### src/rtl/reg_sb_pkg.sv
package reg_sb_pkg;
  // number of source operand ports checked in decode
  localparam int unsigned NUM_SRC = 2;
  typedef enum logic [0:0] {SRC_A = 1'b0, SRC_B = 1'b1} src_slot_e;
endpackage

### src/rtl/rsb_idx_decode.sv
module rsb_idx_decode #(
  parameter int unsigned NREGS   = 32,
  parameter bit          ZERO_HW = 1'b1,
  localparam int unsigned IDX_W  = $clog2(NREGS)
) (
  input  logic [IDX_W-1:0] idx,
  input  logic             en,
  output logic [NREGS-1:0] onehot
);
  always_comb begin
    onehot = '0;
    if (en) onehot[idx] = 1'b1;
    if (ZERO_HW) onehot[0] = 1'b0;
  end
endmodule

### src/rtl/rsb_busy_vec.sv
module rsb_busy_vec #(
  parameter int unsigned NREGS = 32
) (
  input  logic             clk,
  input  logic             rst_n,
  input  logic [NREGS-1:0] set_mask,
  input  logic [NREGS-1:0] clr_mask,
  output logic [NREGS-1:0] busy_q
);
  always_ff @(posedge clk) begin
    if (!rst_n) busy_q <= '0;
    else        busy_q <= (busy_q & ~clr_mask) | set_mask;
  end


  set_over_clr_chk: assert property (@(posedge clk) disable iff (!rst_n)
    ((set_mask & clr_mask) != '0) |=>
      ((busy_q & $past(set_mask & clr_mask)) == $past(set_mask & clr_mask)));


  clr_takes_chk: assert property (@(posedge clk) disable iff (!rst_n)
    ((clr_mask & ~set_mask) != '0) |=>
      ((busy_q & $past(clr_mask & ~set_mask)) == '0));


  zero_free_chk: assert property (@(posedge clk) disable iff (!rst_n)
    !busy_q[0]);
endmodule

### src/rtl/rsb_src_check.sv
module rsb_src_check #(
  parameter int unsigned NREGS = 32,
  localparam int unsigned IDX_W = $clog2(NREGS)
) (
  input  logic [NREGS-1:0] busy_view,
  input  logic [IDX_W-1:0] idx,
  input  logic             used,
  output logic             hit
);
  assign hit = used & busy_view[idx];


  unused_quiet_chk: assert final (used || !hit);
endmodule

### src/rtl/reg_busy_scoreboard.sv
module reg_busy_scoreboard #(
  parameter int unsigned NREGS = 32,
  localparam int unsigned IDX_W = $clog2(NREGS)
) (
  input  logic             clk,
  input  logic             rst_n,
  input  logic             id_valid,
  input  logic [IDX_W-1:0] id_src1_idx,
  input  logic             id_src1_use,
  input  logic [IDX_W-1:0] id_src2_idx,
  input  logic             id_src2_use,
  input  logic [IDX_W-1:0] id_dst_idx,
  input  logic             id_dst_wr,
  input  logic [IDX_W-1:0] wb_dst_idx,
  input  logic             wb_wr_en,
  output logic             id_stall
);
  import reg_sb_pkg::*;

  logic [NREGS-1:0] busy_q;
  logic [NREGS-1:0] set_mask;
  logic [NREGS-1:0] clr_mask;
  logic [NREGS-1:0] busy_view;
  logic [NUM_SRC-1:0] src_hit;
  logic [IDX_W-1:0] src_idx [NUM_SRC];
  logic [NUM_SRC-1:0] src_use;
  logic issue;

  assign src_idx[SRC_A] = id_src1_idx;
  assign src_idx[SRC_B] = id_src2_idx;
  assign src_use[SRC_A] = id_src1_use;
  assign src_use[SRC_B] = id_src2_use;

  // write-back release, first half of the cycle
  rsb_idx_decode #(.NREGS(NREGS), .ZERO_HW(1'b1)) u_clr_dec (
    .idx(wb_dst_idx), .en(wb_wr_en), .onehot(clr_mask)
  );

  // decode-exit marking
  rsb_idx_decode #(.NREGS(NREGS), .ZERO_HW(1'b1)) u_set_dec (
    .idx(id_dst_idx), .en(issue & id_dst_wr), .onehot(set_mask)
  );

  rsb_busy_vec #(.NREGS(NREGS)) u_busy (
    .clk(clk), .rst_n(rst_n), .set_mask(set_mask), .clr_mask(clr_mask),
    .busy_q(busy_q)
  );

  // readers in the second half see this cycle's release
  assign busy_view = busy_q & ~clr_mask;

  for (genvar s = 0; s < NUM_SRC; s++) begin : g_src
    rsb_src_check #(.NREGS(NREGS)) u_chk (
      .busy_view(busy_view), .idx(src_idx[s]), .used(src_use[s]),
      .hit(src_hit[s])
    );
  end

  assign id_stall = id_valid & (|src_hit);
  assign issue    = id_valid & ~id_stall;


  stall_needs_valid_chk: assert property (@(posedge clk) disable iff (!rst_n)
    id_stall |-> id_valid);


  stall_needs_use_chk: assert property (@(posedge clk) disable iff (!rst_n)
    id_stall |-> (id_src1_use || id_src2_use));


  stalled_no_mark_chk: assert property (@(posedge clk) disable iff (!rst_n)
    (id_stall && !wb_wr_en) |=> (busy_q == $past(busy_q)));


  exit_marks_chk: assert property (@(posedge clk) disable iff (!rst_n)
    (id_valid && !id_stall && id_dst_wr && (id_dst_idx != '0)) |=>
      busy_q[$past(id_dst_idx)]);


  same_cycle_free_chk: assert property (@(posedge clk) disable iff (!rst_n)
    (wb_wr_en && id_src1_use && (id_src1_idx == wb_dst_idx) &&
     (!id_src2_use || !busy_q[id_src2_idx])) |-> !id_stall);
endmodule

### config.mk
export PLATFORM = sky130hd
export DESIGN_NAME = reg_busy_scoreboard
export DESIGN_NICKNAME = d
export VERILOG_FILES = /design/src/rtl/reg_sb_pkg.sv /design/src/rtl/rsb_idx_decode.sv /design/src/rtl/rsb_busy_vec.sv /design/src/rtl/rsb_src_check.sv /design/src/rtl/reg_busy_scoreboard.sv
export SDC_FILE = /design/constraint.sdc
export NUM_CORES = 1
export LEC_CHECK = 0
export ABC_AREA = 1
export ABC_CLOCK_PERIOD_IN_PS = 8140
export CORE_UTILIZATION = 55
export DETAILED_ROUTE_END_ITERATION = 7
export MAX_ROUTING_LAYER = met4
export PLACE_DENSITY = 0.78
export SKIP_LAST_GASP = 1
export SLEW_MARGIN = 10
export SYNTH_ARGS = -nofsm -noshare
export SYNTH_HDL_FRONTEND = slang
export SYNTH_SLANG_ARGS = --single-unit
### constraint.sdc
create_clock -name clk -period 8.14 [get_ports clk]
set_input_delay 2.442 -clock clk [delete_from_list [all_inputs] [get_ports clk]]
set_output_delay 2.442 -clock clk [all_outputs]
set_load 0.01 [all_outputs]
==> results of run 1 <==
-- path summary, 6_finish.rpt --
| kind | startpoint | to | slack [ns] | cells after the start |
|---|---|---|---|---|
| worst min-delay path | u_busy.busy_q[27]$_SDFF_PN0_ | u_busy.busy_q[27]$_SDFF_PN0_ | 0.48 | 2 |
| worst max register to register | u_busy.busy_q[26]$_SDFF_PN0_ | u_busy.busy_q[22]$_SDFF_PN0_ | 6.34 | 11 |
| worst max-delay path | wb_wr_en | id_stall | 0.81 | 13 |
| worst min register to register | u_busy.busy_q[27]$_SDFF_PN0_ | u_busy.busy_q[27]$_SDFF_PN0_ | 0.48 | 2 |
-- final cells by class --
type	instances	area, um2
Tap cell	50	62.6
Clock buffer	8	100
Fill cell	393	1310
Inverter	40	150
Sequential cell	31	621
Multi-Input combinational cell	317	1530
Timing Repair Buffer	33	315
-- worst reg2reg max path: cells and delay by family, from the launching register on --
kind	cells	cell delay (ns)
AND/OR/NAND/NOR	8	0.80
flip-flops	1	0.31
buffers and inverters	1	0.28
AO/OA/AOI/OAI	2	0.34
-- kinds of logic after synthesis --
group                  synth area share [%]
flip-flops                             25.9
AND/OR/NAND/NOR                        52.9
buffers and inverters                  10.1
AO/OA/AOI/OAI                          11.1
-- through the flow --
| stage | power [mW] | cells | utilization [%] | area (um2) | hold slack (ns) |
|---|---|---|---|---|---|
| 6_report | 0.365 | 479 | 68.0 | 2780 | 0.484 |
| 5_1_grt | 0.376 | 479 | 68.0 | 2780 | 0.500 |
| 4_1_cts | 0.363 | 479 | 68.0 | 2780 | 0.486 |
| 3_5_place_dp | 0.229 | 471 | 65.6 | 2680 | 0.476 |
| 3_3_place_gp | 0.228 | 471 | 65.6 | 2680 | 0.468 |
| 2_1_floorplan | 0.200 | 410 | - | 2390 | 0.458 |
-- placed cells by master, fill, tap and decap left out --
cell type        count
nand3_1            105
nand2_1             87
inv_1               39
a21oi_1             38
nor2_1              33
nand4_1             31
dfxtp_1             31
clkdlybuf4s50_1     27
nor2_2               7
clkbuf_8             7
a21boi_0             6
buf_4                6
o21ai_0              3
a21boi_1             2
nand3_2              2
inv_2                1
nor2_4               1
nor3_4               1
nor3_1               1
clkbuf_1             1
-- metal layers --
layer  wire length [um]  vias to the layer above  global-route usage [%]
met3                869                        9                    5.17
met1               3300                     1245                    47.0
met2               3350                      183                    55.9
met4                 82                        0                    10.9
met5                  0                        -                       -
li1                   -                     1432                       -
-- power by group through the flow --
| stage | Clock, mW | Combinational, mW | Sequential [mW] |
|---|---|---|---|
| 5_1_grt | 0.142 | 0.0808 | 0.153 |
| 2_1_floorplan | 0 | 0.0433 | 0.156 |
| 3_5_place_dp | 0 | 0.0724 | 0.156 |
| 6_report | 0.137 | 0.0742 | 0.153 |
| 4_1_cts | 0.137 | 0.0727 | 0.153 |
| 3_3_place_gp | 0 | 0.0720 | 0.156 |
==> summary.txt, run 1 <==
Logic synthesis
  • Most used flip-flop cell after synthesis: dfxtp_1
  • Area contributors post-synth: dfxtp_1 (26%), nand3_1 (22%), nand2_1 (14%)
  • Synthesized area per cell: 5.84 um2
  • Most common cell in the netlist: nand3_1
  • Cells after Synth: 410
  • Yosys cell types: 19
  • Synth Register Bits: 31
  • Mapped Area: 0.00239 mm2
  • Ys async rst share: 0%
  • Seq/Total Area, Yosys: 25.9%
  • List of most frequent post-synthesis cells: nand3_1 (105), nand2_1 (87), inv_1 (39)
  • Syn Nets: 437
  • Post-synth top area share: 25.9%
  • Leading area contributor after synthesis: dfxtp_1
  • EDFF count, synth: 0
  • Synthesis Warnings: 0

Die
  • Initial Util: 58.6%
  • I/O pin count: 28
  • Die Height: 68.0 um
  • Core ar.: 0.00409 mm2
  • Row count: 23
  • Die width: 68.0 um
  • Die area: 0.00462 mm2

Timing
  • Fin. Hold Viols: 0
  • Period utilization: 90.1%
  • Number of max-slew violations in the final report: 0
  • Final setup fails: 0
  • Worst-Margin Slew: 1.04 ns
  • Post-Route Skew: 0.0122 ns
  • Max Freq: 0.136 GHz
  • TNS Setup: 0 ns
  • Unrepaired setup endpoints after global routing: no
  • Post-route setup slack: 0.809 ns
  • Rel. slew slack: 30.4%
  • Final min period: 7.33 ns

Critical path
  • CP peak stage delay: 0.52 ns
  • Crit end category: output pin
  • Crit start category: primary input
  • Worst path required time: 5.70 ns
  • Critical path arrival: 4.89 ns
  • Critical path class: primary input to output pin
  • Critical path, cell by cell: clkdlybuf4s50_1 > nand2_1 > nor2_2 > nand2_1 > nand3_1 > nand3_1 > nand3_1 > nand2_1 > nand2_1 > nand3_1 > nand3_2 > a21boi_1 > clkdlybuf4s50_1
  • Crit path max fanout: 10
  • Buf/Inv on CP: 2
  • Critical path's top delay family: simple AND/OR/NAND/NOR gates
  • CP max-delay cell: clkdlybuf4s50_1

Layout
  • Max FFs per register: 31
  • Area growth from synthesis to layout: 16.1%
  • Ant. Diodes: 0
  • Layout cells sized above 1: 5.83%
  • Layout Nets: 455
  • Biggest regs: u_busy.busy_q x31
  • Top reg by flops: u_busy.busy_q

Clock tree
  • Clk Tree Root Cell: clkbuf_8
  • Clock sink count: 31
  • Maximum clock path buffer count: 2
  • H-tree depth: 2
  • # resized after CTS: 0
  • CTS Hold Bufs: 0
  • Clk Latency, worst-skew pair: 0.29 ns
  • Postcts setup bufs: 0
  • Num CTS Buffers: 5
  • Clock transition at path regs: 0.06 ns
  • CTS tree: built

Drt
  • Wire per inst: 15.9 um
  • Detailed Route WL: 7.61 mm
  • Vias/cell: 5.99
  • Antenna Nets Post-Route: 0
  • Iter 0 DRT Violations: 395
  • DRC: 0
  • Routed vias: 2869
  • Drt pass-1 iters: 5

GRT
  • Largest net degree at the start of global routing: 32
  • First-pass GRT wire length: 11.5 mm
  • Vias in the first global route: 2327
  • GR Util All Layers: 35.7%
  • Gr ovfl total: 0
  • Initial antenna violation count: 0

Hold path
  • Worst hold-check path type: flip-flop to flip-flop

Status
  • Status: finished clean

Placed design
  • Post-DP HPWL: 5.47 mm
  • Pre-CTS WS: 0.869 ns
  • Buffers added on ports: 27
  • Final GP Congestion: 0.927

Pwr
  • Lkg Pwr: 0.961 nW
  • Combinational share of power: 20.4%
  • Pint: 0.255 mW
  • Psw: 0.110 mW
  • PD cells: 131 mW/mm2
  • Worst vdd ir: 0.0662 mV
  • Sw Share: 30.1%
  • Reg power frac: 41.9%
  • Clk pwr share: 37.7%

Job
  • Max Cap Viol: 0
No activity file was read; power rests on OpenSTA's default activity.
==> run 2, diff against run 1 <==
- ABC_CLOCK_PERIOD_IN_PS: 8140 -> not set
- CAP_MARGIN: not set -> 20
==> results of run 2 <==
The final DEF is identical to that of run 1; final timing and power are the same.
